--- config.mk ---
export PLATFORM = sky130hd
export DESIGN_NAME = cdiv_top
export DESIGN_NICKNAME = d
export VERILOG_FILES = /design/src/rtl/cdiv_pkg.sv /design/src/rtl/cdiv_counter.sv /design/src/rtl/cdiv_dcc.sv /design/src/rtl/cdiv_outmux.sv /design/src/rtl/cdiv_channel.sv /design/src/rtl/cdiv_top.sv
export SDC_FILE = /design/constraint.sdc
export NUM_CORES = 1
export LEC_CHECK = 0
export CORE_UTILIZATION = 55
export CTS_CLUSTER_DIAMETER = 50
export DETAILED_ROUTE_END_ITERATION = 8
export DONT_BUFFER_PORTS = 1
export PLACE_DENSITY = 0.84
export SLEW_MARGIN = 40
export SYNTH_ARGS = -nofsm -noshare
export SYNTH_HDL_FRONTEND = slang
export SYNTH_SLANG_ARGS = --single-unit
--- constraint.sdc ---
create_clock -name clk -period 2.8 [get_ports clk]
set_input_delay 0.42 -clock clk [delete_from_list [all_inputs] [get_ports clk]]
set_output_delay 0.42 -clock clk [all_outputs]
set_load 0.005 [all_outputs]
--- src/rtl/cdiv_pkg.sv ---
// Package: shared widths, shadow types and the divide-split computation.
// Assumes all count fields share the width CNT_W.
package cdiv_pkg;

    localparam int CNT_W = 4;
    localparam int TOT_W = CNT_W + 2;

    // Shared route select codes
    typedef enum logic [1:0] {
        RSEL_B   = 2'b00,
        RSEL_DIV = 2'b01,
        RSEL_A   = 2'b10,
        RSEL_RSV = 2'b11
    } rsel_e;

    // Control bits shadowed per channel
    typedef struct packed {
        logic       bypass;
        logic       nosync;
        logic       force_hi;
        logic       direct;
        logic [1:0] rsel;
    } shd_ctl_t;

    // Phase limits (count minus one) and half-cycle stretch flag
    typedef struct packed {
        logic [CNT_W-1:0] lim_hi;
        logic [CNT_W-1:0] lim_lo;
        logic             stretch;
    } split_t;

    // Derive the high and low limits from the fields and the correction option
    function automatic split_t calc_split(input logic [CNT_W-1:0] lo,
                                          input logic [CNT_W-1:0] hi,
                                          input logic             dcc_off);
        split_t           s;
        logic [TOT_W-1:0] n;
        logic [TOT_W-1:0] h;
        n = {2'b00, lo} + {2'b00, hi} + TOT_W'(2);
        h = n >> 1;
        if (dcc_off) begin
            s.lim_hi  = hi;
            s.lim_lo  = lo;
            s.stretch = 1'b0;
        end else begin
            s.lim_hi  = CNT_W'(h - TOT_W'(1));
            s.lim_lo  = CNT_W'(n - h - TOT_W'(1));
            s.stretch = n[0];
        end
        return s;
    endfunction

endpackage

--- src/rtl/cdiv_counter.sv ---
// Module: cdiv_counter
// Level generator on the rising edge. Loads the start level and the phase
// delay while held, counts the delay down, then alternates the high and low
// phases using the shadowed limits. Assumes the limits are stable while it runs.
module cdiv_counter
    import cdiv_pkg::*;
(
    input  logic             clk,
    input  logic             rst_n,
    input  logic             hold,
    input  logic             idle,
    input  logic             start_in,
    input  logic [CNT_W-1:0] phase_in,
    input  logic [CNT_W-1:0] lim_hi,
    input  logic [CNT_W-1:0] lim_lo,
    output logic             lvl
);

    logic [CNT_W-1:0] cnt_q;
    logic [CNT_W-1:0] dly_q;
    logic             lvl_q;
    logic [CNT_W-1:0] cur_lim;

    // Limit of the phase currently being output
    assign cur_lim = lvl_q ? lim_hi : lim_lo;

    // Delay, phase counting and level toggling
    always_ff @(posedge clk) begin
        if (!rst_n || hold) begin
            lvl_q <= start_in;
            cnt_q <= '0;
            dly_q <= phase_in;
        end else if (!idle) begin
            if (dly_q != '0) begin
                dly_q <= dly_q - 1'b1;
            end else if (cnt_q == cur_lim) begin
                lvl_q <= ~lvl_q;
                cnt_q <= '0;
            end else begin
                cnt_q <= cnt_q + 1'b1;
            end
        end
    end

    assign lvl = lvl_q;

    // the count never passes the limit of the current phase
    p_cnt_in_range_r1: assert property (@(posedge clk) disable iff (!rst_n)
        cnt_q <= cur_lim);

    // a hold cycle leaves the output at the start level
    p_hold_start_r3: assert property (@(posedge clk) disable iff (!rst_n)
        hold |=> (lvl_q == $past(start_in)));

    // no transition while the phase delay is pending
    p_delay_freeze_r5: assert property (@(posedge clk) disable iff (!rst_n)
        (!hold && dly_q != '0) |=> $stable(lvl_q));

endmodule

--- src/rtl/cdiv_dcc.sv ---
// Module: cdiv_dcc
// Duty-cycle helper. Samples the level on the falling edge and ORs it in
// when stretching is enabled, extending each high phase by half a cycle.
// Assumes the level only changes on rising edges.
module cdiv_dcc (
    input  logic clk,
    input  logic rst_n,
    input  logic stretch,
    input  logic lvl,
    output logic out
);

    logic neg_q;

    // Falling-edge copy of the level
    always_ff @(negedge clk) begin
        if (!rst_n) neg_q <= 1'b0;
        else        neg_q <= lvl;
    end

    // Stretch the high phase only when asked
    assign out = stretch ? (lvl | neg_q) : lvl;

endmodule

--- src/rtl/cdiv_outmux.sv ---
// Module: cdiv_outmux
// Output selection for one channel. Priority from highest: routed source,
// forced high, bypass clock, divided clock. Assumes shadowed controls.
module cdiv_outmux
    import cdiv_pkg::*;
(
    input  logic     clk_in,
    input  logic     route_a,
    input  logic     route_b,
    input  shd_ctl_t ctl,
    input  logic     div_out,
    output logic     out
);

    // Priority selection of the channel output
    always_comb begin
        if (ctl.direct && ctl.rsel == RSEL_A)      out = route_a;
        else if (ctl.direct && ctl.rsel == RSEL_B) out = route_b;
        else if (ctl.nosync && ctl.force_hi)       out = 1'b1;
        else if (ctl.bypass)                       out = clk_in;
        else                                       out = div_out;
    end

endmodule

--- src/rtl/cdiv_channel.sv ---
// Module: cdiv_channel
// One divider channel. Shadows its configuration while it is in reset or
// held by an obeyed sync, so changes made while it runs are ignored.
// Assumes sync_req is synchronous to clk.
module cdiv_channel
    import cdiv_pkg::*;
(
    input  logic             clk,
    input  logic             rst_n,
    input  logic             sync_req,
    input  logic             route_a,
    input  logic             route_b,
    input  logic [1:0]       route_sel,
    input  logic [CNT_W-1:0] lo_cyc,
    input  logic [CNT_W-1:0] hi_cyc,
    input  logic [CNT_W-1:0] phase_ofs,
    input  logic             start_hi,
    input  logic             bypass_en,
    input  logic             nosync_en,
    input  logic             force_hi,
    input  logic             dcc_off,
    input  logic             direct_en,
    output logic             ch_out
);

    shd_ctl_t ctl_q;
    split_t   split_q;
    logic     hold;
    logic     lvl;
    logic     dcc_out;

    // Obeyed sync holds the channel
    assign hold = sync_req && !ctl_q.nosync;

    // Shadow load during reset or hold
    always_ff @(posedge clk) begin
        if (!rst_n || hold) begin
            ctl_q.bypass   <= bypass_en;
            ctl_q.nosync   <= nosync_en;
            ctl_q.force_hi <= force_hi;
            ctl_q.direct   <= direct_en;
            ctl_q.rsel     <= route_sel;
            split_q        <= calc_split(lo_cyc, hi_cyc, dcc_off);
        end
    end

    cdiv_counter u_cnt (
        .clk      (clk),
        .rst_n    (rst_n),
        .hold     (hold),
        .idle     (ctl_q.bypass),
        .start_in (start_hi),
        .phase_in (phase_ofs),
        .lim_hi   (split_q.lim_hi),
        .lim_lo   (split_q.lim_lo),
        .lvl      (lvl)
    );

    cdiv_dcc u_dcc (
        .clk     (clk),
        .rst_n   (rst_n),
        .stretch (split_q.stretch),
        .lvl     (lvl),
        .out     (dcc_out)
    );

    cdiv_outmux u_mux (
        .clk_in  (clk),
        .route_a (route_a),
        .route_b (route_b),
        .ctl     (ctl_q),
        .div_out (dcc_out),
        .out     (ch_out)
    );

    // the shadow is frozen while the channel runs
    p_shadow_frozen_r11: assert property (@(posedge clk) disable iff (!rst_n)
        !hold |=> ($stable(ctl_q) && $stable(split_q)));

endmodule

--- src/rtl/cdiv_top.sv ---
// Module: cdiv_top
// Top of the divider block: NUM_CH independent channels that share the
// input clock, the sync request and the route select.
module cdiv_top
    import cdiv_pkg::*;
#(
    parameter int NUM_CH = 2
) (
    input  logic                          clk,
    input  logic                          rst_n,
    input  logic                          sync_req,
    input  logic                          route_a,
    input  logic                          route_b,
    input  logic [1:0]                    route_sel,
    input  logic [NUM_CH-1:0][CNT_W-1:0]  lo_cyc,
    input  logic [NUM_CH-1:0][CNT_W-1:0]  hi_cyc,
    input  logic [NUM_CH-1:0][CNT_W-1:0]  phase_ofs,
    input  logic [NUM_CH-1:0]             start_hi,
    input  logic [NUM_CH-1:0]             bypass_en,
    input  logic [NUM_CH-1:0]             nosync_en,
    input  logic [NUM_CH-1:0]             force_hi,
    input  logic [NUM_CH-1:0]             dcc_off,
    input  logic [NUM_CH-1:0]             direct_en,
    output logic [NUM_CH-1:0]             ch_out
);

    // One channel per index
    for (genvar g = 0; g < NUM_CH; g++) begin : g_ch
        cdiv_channel u_ch (
            .clk       (clk),
            .rst_n     (rst_n),
            .sync_req  (sync_req),
            .route_a   (route_a),
            .route_b   (route_b),
            .route_sel (route_sel),
            .lo_cyc    (lo_cyc[g]),
            .hi_cyc    (hi_cyc[g]),
            .phase_ofs (phase_ofs[g]),
            .start_hi  (start_hi[g]),
            .bypass_en (bypass_en[g]),
            .nosync_en (nosync_en[g]),
            .force_hi  (force_hi[g]),
            .dcc_off   (dcc_off[g]),
            .direct_en (direct_en[g]),
            .ch_out    (ch_out[g])
        );
    end

endmodule

==> summary.txt, run 1 <==
Post-cts hold buffer count = 0
Cell Chain, Critical Path = a21oi_2 > o21ai_1 > nand2_1 > o21ai_2
Clk slew on worst S/H paths = 0.09 ns
Final GP Congestion = 0.835
Pwr Density = 634 mW/mm^2
Failing checks = setup timing
HPWL after DPL = 4130 um
Initial antenna violation count = 0
Fin nets = 350
DR WL/cell = 15.3 um
Final setup fails = 4
R2R depth = 1
Worst setup startpoint = g_ch[0].u_ch.u_dcc.neg_q$_SDFF_NN0_
R2R setup slack = 0.60 ns
Post-Syn Nets = 339
Largest net degree at the start of global routing = 22
Hold Crit Class = primary input to register
Layout Skew = 0.0681 ns
Syn_area_per_cell = 11.6 sq um
Number of distinct library cells after synthesis = 41
Via count = 1959
Worst setup endpoint = ch_out[0]
Vias per Instance = 5.63
Setup crit start kind = register
WL final = 5310 um
GRT overflow = 0
Vias in the first global route = 2134
Final worst slack = -0.157 ns
Share of cells above drive strength 1 = 17.3%
Worst slew pin tran = 0.497 ns
Setup repair after global routing missed its margin = yes
Worst r2r dst = g_ch[1].u_ch.u_dcc.neg_q$_SDFF_NN0_
Drt first pass iters = 4
Layout Cell Area excl Fill = 0.00338 sq mm
Crit path kind = register to primary output
1st-iter DRT viols = 98
CTS tree = built
DP Area = 0.00320 sq mm
Max Fanout on Critical Path = 1
Die extent in x = 77.0 um
Worst Hold Launch = route_sel[1]
Hold_ws = 0.102 ns
Starting density of the core = 58.7%
# DRC = 0
Slowest cell on crit path = dfxtp_2
Most common cell after layout, fill and taps aside = edfxtp_1
Post-synthesis sequential area ratio = 45.3%
First-pass GRT wire length = 9290 um
Max-cap viol count = 0
R2R Path Start = g_ch[1].u_ch.u_cnt.lvl$_DFFE_PP_
Vert. Die Dim = 77.0 um
Cell area after synthesis = 0.00309 sq mm
Final ANT Viol Nets = 0
Most frequent cells in the layout = edfxtp_1 (40), ha_1 (26), inv_1 (25)
PortBufs = 0
Row count = 26
Final hold viol count = 0
Core Region = 0.00527 sq mm
Final max-slew violation count = 0
CP Capture Type = primary output
Clock latency on the worst-skew pair = 0.47 ns
Status = finished, violations left
Critical Path AT = 2.54 ns
Cells after Synth = 266
Static Leak = 1.39 nW
Worst path max stage delay = 0.31 ns
Ports = 45
Yosys warns = 0
# fillers = 461
Peak VDD IR = 0.321 mV
Worst Path Required = 2.38 ns
Total GRT Usage = 20.4%
Area Overhead vs Synth = 9.35%
Die area = 0.00593 sq mm
Total of flip-flops plus latches after synthesis = 50
Worst relative slew slack = 66.8%
# diodes = 0
Yosys cell counts, drive strengths merged:
cell type / instances / share of area, %
nor2: 4 / 0.49
a211oi: 12 / 3.6
mux2: 6 / 2.2
mux2i: 14 / 4.5
a31oi: 2 / 0.40
or3b: 2 / 0.57
a22oi: 2 / 0.49
o21ba: 2 / 0.65
xnor2: 16 / 5.0
dfxtp: 10 / 6.5
o31ai: 2 / 0.49
ha: 26 / 11
nand2: 22 / 2.7
a21o: 2 / 0.49
fa: 4 / 2.6
inv: 24 / 2.9
nor2b: 2 / 0.40
xor2: 8 / 2.3
or2: 2 / 0.40
nor3: 6 / 1.7
o21ai: 20 / 3.2
buf: 6 / 1.1
nor3b: 2 / 0.49
nand2b: 2 / 0.40
or4: 2 / 0.49
o211ai: 2 / 0.49
o21bai: 2 / 0.49
edfxtp: 40 / 39
and2: 4 / 0.85
nand4: 2 / 0.40
clkbuf: 2 / 0.24
a21oi: 6 / 0.97
nand3: 2 / 0.32
nor4b: 2 / 1.5
o211a: 4 / 1.3
flip-flops by register name, indices dropped and copies added (netlist names):
register and flops:
g_ch.u_ch.split_q 18, g_ch.u_ch.ctl_q 12, g_ch.u_ch.u_cnt.cnt_q 8, g_ch.u_ch.u_cnt.dly_q 8, g_ch.u_ch.u_cnt.lvl 2, g_ch.u_ch.u_dcc.neg_q 2
report_power, final:
group / internal (mW) / switching (mW) / total (mW)
Combinational: 0.250 / 0.271 / 0.521
Sequential: 0.913 / 0.0523 / 0.965
Clock: 0.374 / 0.284 / 0.658
Total: 1.54 / 0.607 / 2.14
per-layer routing:
metal	share of wire, %	GRT usage (%)	vias to the layer above
met2	47	32.4	58
met3	6.6	7.26	12
met1	45	24.0	912
met4	2.0	10.9	0
li1	-	-	977
met5	0	0	-
how the worst min path moves through the flow:
stage                                                  to  slack, ns  cells after the start
after global routing      g_ch[0].u_ch.ctl_q[1]$_DFFE_PN_       0.08                      0
final                     g_ch[1].u_ch.ctl_q[1]$_DFFE_PN_       0.10                      0
after CTS                 g_ch[1].u_ch.ctl_q[5]$_DFFE_PN_       0.09                      0
after detailed placement  g_ch[1].u_ch.ctl_q[5]$_DFFE_PN_       0.52                      0
after floorplan           g_ch[0].u_ch.ctl_q[0]$_DFFE_PN_       0.52                      0
after global placement    g_ch[0].u_ch.ctl_q[2]$_DFFE_PN_       0.52                      0
stage by stage:
| step | setup TNS [ns] | std cells | setup slack [ns] | total power [mW] | utilization [%] |
|---|---|---|---|---|---|
| floorplan | 0 | 266 | 0.0538 | 1.42 | - |
| global placement | 0 | 335 | 0.0690 | 1.49 | 60.7 |
| detailed placement | -0.198 | 335 | -0.111 | 1.53 | 60.7 |
| CTS | -0.364 | 348 | -0.190 | 2.16 | 63.9 |
| global route | -0.453 | 348 | -0.250 | 2.29 | 64.1 |
| finish | -0.278 | 348 | -0.157 | 2.14 | 64.1 |
area by class of cell:
type                    count  area (sq um)  share of cell area (%)
clock buffers              11           153                    4.52
inverters                  23          86.3                    2.55
multi-input cells         184          1580                    46.9
repair buffers              7          52.6                    1.55
well taps                  70          87.6                    2.59
clock inverters             3          13.8                   0.407
flip-flops and latches     50          1400                    41.5
repair_timing:
action	in CTS	in global routing
pin swaps	2	4
endpoints found under the setup margin	4	4
gates resized for setup	7	4
buffers inserted	0	0
logic make-up (layout without fill, tap and decap cells):
group | count (synthesis) | count (layout) | share of synthesized area [%]
compound gates | 56 | 56 | 12.5
simple gates | 54 | 54 | 10.7
flops | 50 | 50 | 45.3
buf+inv | 32 | 44 | 4.29
fa+ha+maj | 30 | 30 | 13.1
xor+xnor | 24 | 24 | 7.28
mux | 20 | 20 | 6.72
worst max-delay path, delay by kind of cell, from the launching register on:
family	cells	cell delay, ns
and+or+nand+nor	1	0.08
AOI/OAI and AO/OA	3	0.27
DFF	1	0.31
(Power assumes the default switching activity.)
==> run 2: changes to the inputs <==
--- a/config.mk
+++ b/config.mk
@@ -5,11 +5,11 @@
 export SDC_FILE = /design/constraint.sdc
 export NUM_CORES = 1
 export LEC_CHECK = 0
-export CORE_UTILIZATION = 55
+export CORE_UTILIZATION = 35
 export CTS_CLUSTER_DIAMETER = 50
 export DETAILED_ROUTE_END_ITERATION = 8
 export DONT_BUFFER_PORTS = 1
-export PLACE_DENSITY = 0.84
+export PLACE_DENSITY = 0.62
 export SLEW_MARGIN = 40
 export SYNTH_ARGS = -nofsm -noshare
 export SYNTH_HDL_FRONTEND = slang
==> run 2 against run 1 <==
Against the previous run:
- the flow still finishes with violations (setup timing)
- die area up 55%
- flip-flop and latch count did not move
- cell count increased by 10%
- register-to-register slack about the same
- sequential share of layout area fell by 0.96 points
- combinational power shrank 1%
- design area is 2.4% higher
- critical endpoint is now ch_out[1]
- largest cell class unchanged
- largest power group unchanged
==> summary.txt, run 2 (synthesis gave the netlist of run 1 again) <==
Final ANT Viol Nets = 0
Hold path depth = 0
Static Leak = 1.41 nW
CP Capture Type = primary output
Placed Cells = 371
Clk slew on worst S/H paths = 0.10 ns
Fin nets = 351
Drt first pass iters = 4
Starting density of the core = 36.9%
Regs by FF count = g_ch.u_ch.split_q x18, g_ch.u_ch.ctl_q x12
Max reg flops = 18
Worst relative slew slack = 65.5%
Hold EP = g_ch[0].u_ch.ctl_q[1]$_DFFE_PN_
Worst Hold Launch = route_sel[1]
1st-iter DRT viols = 42
CP delay by family, top = flip-flops
Worst r2r dst = g_ch[0].u_ch.u_dcc.neg_q$_SDFF_NN0_
R2R Path Start = g_ch[0].u_ch.u_cnt.lvl$_DFFE_PP_
Share of cells above drive strength 1 = 17.6%
Failing checks = setup timing
Setup repair after global routing missed its margin = yes
R2R depth = 1
Final worst slack = -0.154 ns
Most common cell after layout, fill and taps aside = edfxtp_1
Slowest cell on crit path = dfxtp_2
PortBufs = 0
Vert. Die Dim = 96.0 um
Largest net degree at the start of global routing = 19
Final GP Congestion = 0.814
Final setup fails = 4
Layout Cells excl Fill = 384
Vias in the first global route = 2003
# DRC = 0
Hold Crit Class = primary input to register
Die area = 0.00921 sq mm
First-pass GRT wire length = 9020 um
Max-cap viol count = 0
Vias per Instance = 5.04
CTS tree = built
Cell Chain, Critical Path = a21oi_2 > o21ai_1 > nand2_1 > o21ai_2
Critical Path AT = 2.53 ns
GRT overflow = 0
Ports = 45
R2R setup slack = 0.61 ns
Row count = 33
WL final = 5360 um
Initial antenna violation count = 0
Worst slew pin tran = 0.517 ns
CP bufs+invs = 0
Via count = 1936
Clock latency on the worst-skew pair = 0.48 ns
Max Fanout on Critical Path = 1
HPWL after DPL = 4080 um
Setup crit start kind = register
Total GRT Usage = 13.2%
Worst path max stage delay = 0.32 ns
Register with the most flip-flops = g_ch.u_ch.split_q
Final max-slew violation count = 0
Core Region = 0.00838 sq mm
Most frequent cells in the layout = edfxtp_1 (40), ha_1 (26), inv_1 (25)
Pwr Density = 657 mW/mm^2
Layout Skew = 0.0698 ns
Die extent in x = 96.0 um
Total power = 2.27 mW
Worst Path Required = 2.38 ns
DR WL/cell = 14.0 um
Area Overhead vs Synth = 11.9%
Status = finished, violations left
Hold_ws = 0.0996 ns
Peak VDD IR = 0.220 mV
# diodes = 0
Final hold viol count = 0
Crit path kind = register to primary output
## run 2: repair_timing
| item | in CTS | in global routing |
|---|---|---|
| setup endpoints to repair | 4 | 4 |
| pin swaps | 4 | 1 |
| hold buffers | 0 | 0 |
| resized for setup | 10 | 1 |
| buffers inserted | 0 | 0 |
## run 2: where the power goes
part	total, mW	internal, mW	switching (mW)
sequential	0.962	0.912	0.0491
combinational	0.516	0.251	0.265
clock	0.797	0.500	0.297
total	2.27	1.66	0.611
## run 2: cell type report
class	count	area, sq um
clock buffer	10	128
fill	806	4920
multi-input combinational	184	1580
timing repair buffer	8	60.1
sequential	50	1400
clock inverter	4	67.6
inverter	23	86.3
tap	105	131
## run 2: per-layer routing
layer	track usage [%]	vias up	share of wire, %
li1	-	983	-
met1	16.0	895	48
met2	20.6	50	44
met3	4.34	8	6.5
met4	6.97	0	1.7
met5	0	-	0
## run 2: stage by stage
| step | instance area [sq um] | TNS, ns | util [%] | setup slack [ns] |
|---|---|---|---|---|
| 5_1_grt | 3460 | -0.474 | 41.3 | -0.267 |
| 3_5_place_dp | 3250 | -0.0675 | 38.8 | -0.0469 |
| 3_3_place_gp | 3250 | 0 | 38.8 | 0.0530 |
| 4_1_cts | 3460 | -0.335 | 41.2 | -0.168 |
| 6_report | 3460 | -0.266 | 41.3 | -0.154 |
| 2_1_floorplan | 3090 | 0 | - | 0.0538 |
## run 2: worst max-delay path by stage
stage	slack (ns)	to	start	depth (start not counted)
final	-0.15	ch_out[1]	g_ch[1].u_ch.u_dcc.neg_q$_SDFF_NN0_	4
after global routing	-0.27	ch_out[1]	g_ch[1].u_ch.u_dcc.neg_q$_SDFF_NN0_	4
after CTS	-0.17	ch_out[1]	g_ch[1].u_ch.u_dcc.neg_q$_SDFF_NN0_	4
after detailed placement	-0.05	g_ch[1].u_ch.split_q[4]$_DFFE_PN_	lo_cyc[5]	11
after global placement	0.05	g_ch[0].u_ch.split_q[4]$_DFFE_PN_	lo_cyc[1]	11
after floorplan	0.05	g_ch[0].u_ch.split_q[4]$_DFFE_PN_	lo_cyc[1]	10
==> run 3: changes to the inputs <==
--- a/config.mk
+++ b/config.mk
@@ -5,11 +5,13 @@
 export SDC_FILE = /design/constraint.sdc
 export NUM_CORES = 1
 export LEC_CHECK = 0
+export CELL_PAD_IN_SITES_DETAIL_PLACEMENT = 1
+export CELL_PAD_IN_SITES_GLOBAL_PLACEMENT = 1
 export CORE_UTILIZATION = 35
 export CTS_CLUSTER_DIAMETER = 50
 export DETAILED_ROUTE_END_ITERATION = 8
 export DONT_BUFFER_PORTS = 1
-export PLACE_DENSITY = 0.62
+export PLACE_DENSITY = 0.72
 export SLEW_MARGIN = 40
 export SYNTH_ARGS = -nofsm -noshare
 export SYNTH_HDL_FRONTEND = slang
==> run 3 against run 2 <==
Against the previous run:
- the run still ends with setup timing left
- sequential power rose by 0.6%
- core utilization shrank 0.42 points
- critical endpoint is now ch_out[0]
- worst setup slack better by 0.020 ns
- largest power group unchanged
- global-route usage grew 1.2 points
- hold slack gained 0.013 ns
- non-clock buffer count unchanged
==> summary.txt, run 3 (synthesis gave the netlist of run 1 again) <==
Setup crit start kind = register
Clk slew on worst S/H paths = 0.09 ns
Postcts setup bufs = 0
CP Capture Type = primary output
Core Region = 0.00838 sq mm
Drt first pass iters = 4
Area Overhead vs Synth = 10.8%
Clock share of power = 30.0%
Total GRT Usage = 14.3%
Worst Path Required = 2.38 ns
Vias in the first global route = 2135
Final setup fails = 4
Initial antenna violation count = 0
DR WL/cell = 15.6 um
Final core occ = 40.9%
Max-cap viol count = 0
Total power = 2.14 mW
GRT overflow = 0
Max Fanout on Critical Path = 1
Via count = 1952
1st-iter DRT viols = 44
Register with the most flip-flops = g_ch.u_ch.split_q
# DRC = 0
Cell internal pwr = 1.54 mW
Regs by FF count = g_ch.u_ch.split_q x18, g_ch.u_ch.ctl_q x12
Vert. Die Dim = 96.0 um
Hold_ws = 0.113 ns
Most frequent cells in the layout = edfxtp_1 (40), inv_1 (26), ha_1 (26)
Status = finished, violations left
Most common cell after layout, fill and taps aside = edfxtp_1
Final max-slew violation count = 0
Row count = 33
CTS tree = built
Ports = 45
Hold Crit Class = primary input to register
Final ANT Viol Nets = 0
Worst relative slew slack = 64.7%
Sw Ratio = 28.2%
Largest net degree at the start of global routing = 20
Sw power = 602 uW
Layout Skew = 0.0715 ns
First-pass GRT wire length = 9960 um
Vias per Instance = 5.08
Final GP Congestion = 0.799
Critical Path AT = 2.51 ns
HPWL after DPL = 4800 um
Final worst slack = -0.134 ns
Pwr Density = 624 mW/mm^2
# diodes = 0
Die extent in x = 96.0 um
Share of cells above drive strength 1 = 16.8%
Clock latency on the worst-skew pair = 0.47 ns
Gate power share = 24.7%
Seq pwr share = 45.3%
PortBufs = 0
Total negative slack = -0.250 ns
Crit path kind = register to primary output
Post-cts hold buffer count = 0
Static Leak = 1.39 nW
Final hold viol count = 0
Failing checks = setup timing
Fin nets = 351
Die area = 0.00921 sq mm
Max reg flops = 18
WL final = 5990 um
Starting density of the core = 36.9%
Setup repair after global routing missed its margin = yes
Worst slew pin tran = 0.529 ns
Peak VDD IR = 0.228 mV
[run 3: cell types whose count changed in the layout (fill, tap and decap cells not counted), sizes merged]
cell / before / now
inv: 25 / 26
bufinv: 2 / 0
clkbuf: 10 / 11
[run 3: final timing paths]
check / slack, ns / end / depth (start not counted) / startpoint
worst max-delay path: -0.13 / ch_out[0] / 4 / g_ch[0].u_ch.u_dcc.neg_q$_SDFF_NN0_
worst max register to register: 0.54 / g_ch[1].u_ch.u_dcc.neg_q$_SDFF_NN0_ / 1 / g_ch[1].u_ch.u_cnt.lvl$_DFFE_PP_
worst min-delay path: 0.11 / g_ch[0].u_ch.ctl_q[1]$_DFFE_PN_ / 0 / route_sel[1]
worst min register to register: 0.60 / g_ch[0].u_ch.u_cnt.cnt_q[1]$_SDFFE_PN0P_ / 2 / g_ch[0].u_ch.u_cnt.cnt_q[1]$_SDFFE_PN0P_
[run 3: stage by stage]
step	instances	setup WS, ns	instance area, sq um
global route	384	-0.222	3430
CTS	384	-0.168	3420
floorplan	266	0.0538	3090
global placement	371	0.0278	3250
detailed placement	371	-0.164	3250
finish	384	-0.134	3430
[run 3: timing repair]
action,CTS,global route
pin swaps,2,2
gates resized for setup,9,1
hold endpoints to repair,0,0
endpoints found under the setup margin,4,4
[run 3: critical path, stage by stage (launching register included)]
cell and delay (ns):
dfxtp_2 0.31, a21oi_2 0.05, o21ai_1 0.14, nand2_1 0.08
o21ai_2 0.06
[run 3: final cells by class]
class,instances,area [sq um]
inverter,23,86.3
clock inverter,3,11.3
sequential,50,1400
timing repair buffer,8,60.1
fill,926,4960
tap,105,131
multi-input combinational,184,1580
clock buffer,11,153
[run 3: power by group through the flow]
stage | registers [mW] | logic (mW) | clock network [mW]
after floorplan | 0.960 | 0.418 | 0.0425
after global placement | 0.977 | 0.506 | 0.0295
after detailed placement | 0.983 | 0.534 | 0.0295
after CTS | 0.969 | 0.539 | 0.662
after global routing | 0.979 | 0.603 | 0.701
final | 0.968 | 0.529 | 0.641
[run 3: layer usage]
| metal | up-vias | wire length [um] | track usage (%) |
|---|---|---|---|
| met5 | - | 0 | 0 |
| met2 | 43 | 2900 | 24.9 |
| met3 | 3 | 346 | 3.79 |
| li1 | 985 | - | - |
| met1 | 921 | 2720 | 17.2 |
| met4 | 0 | 35 | 4.35 |
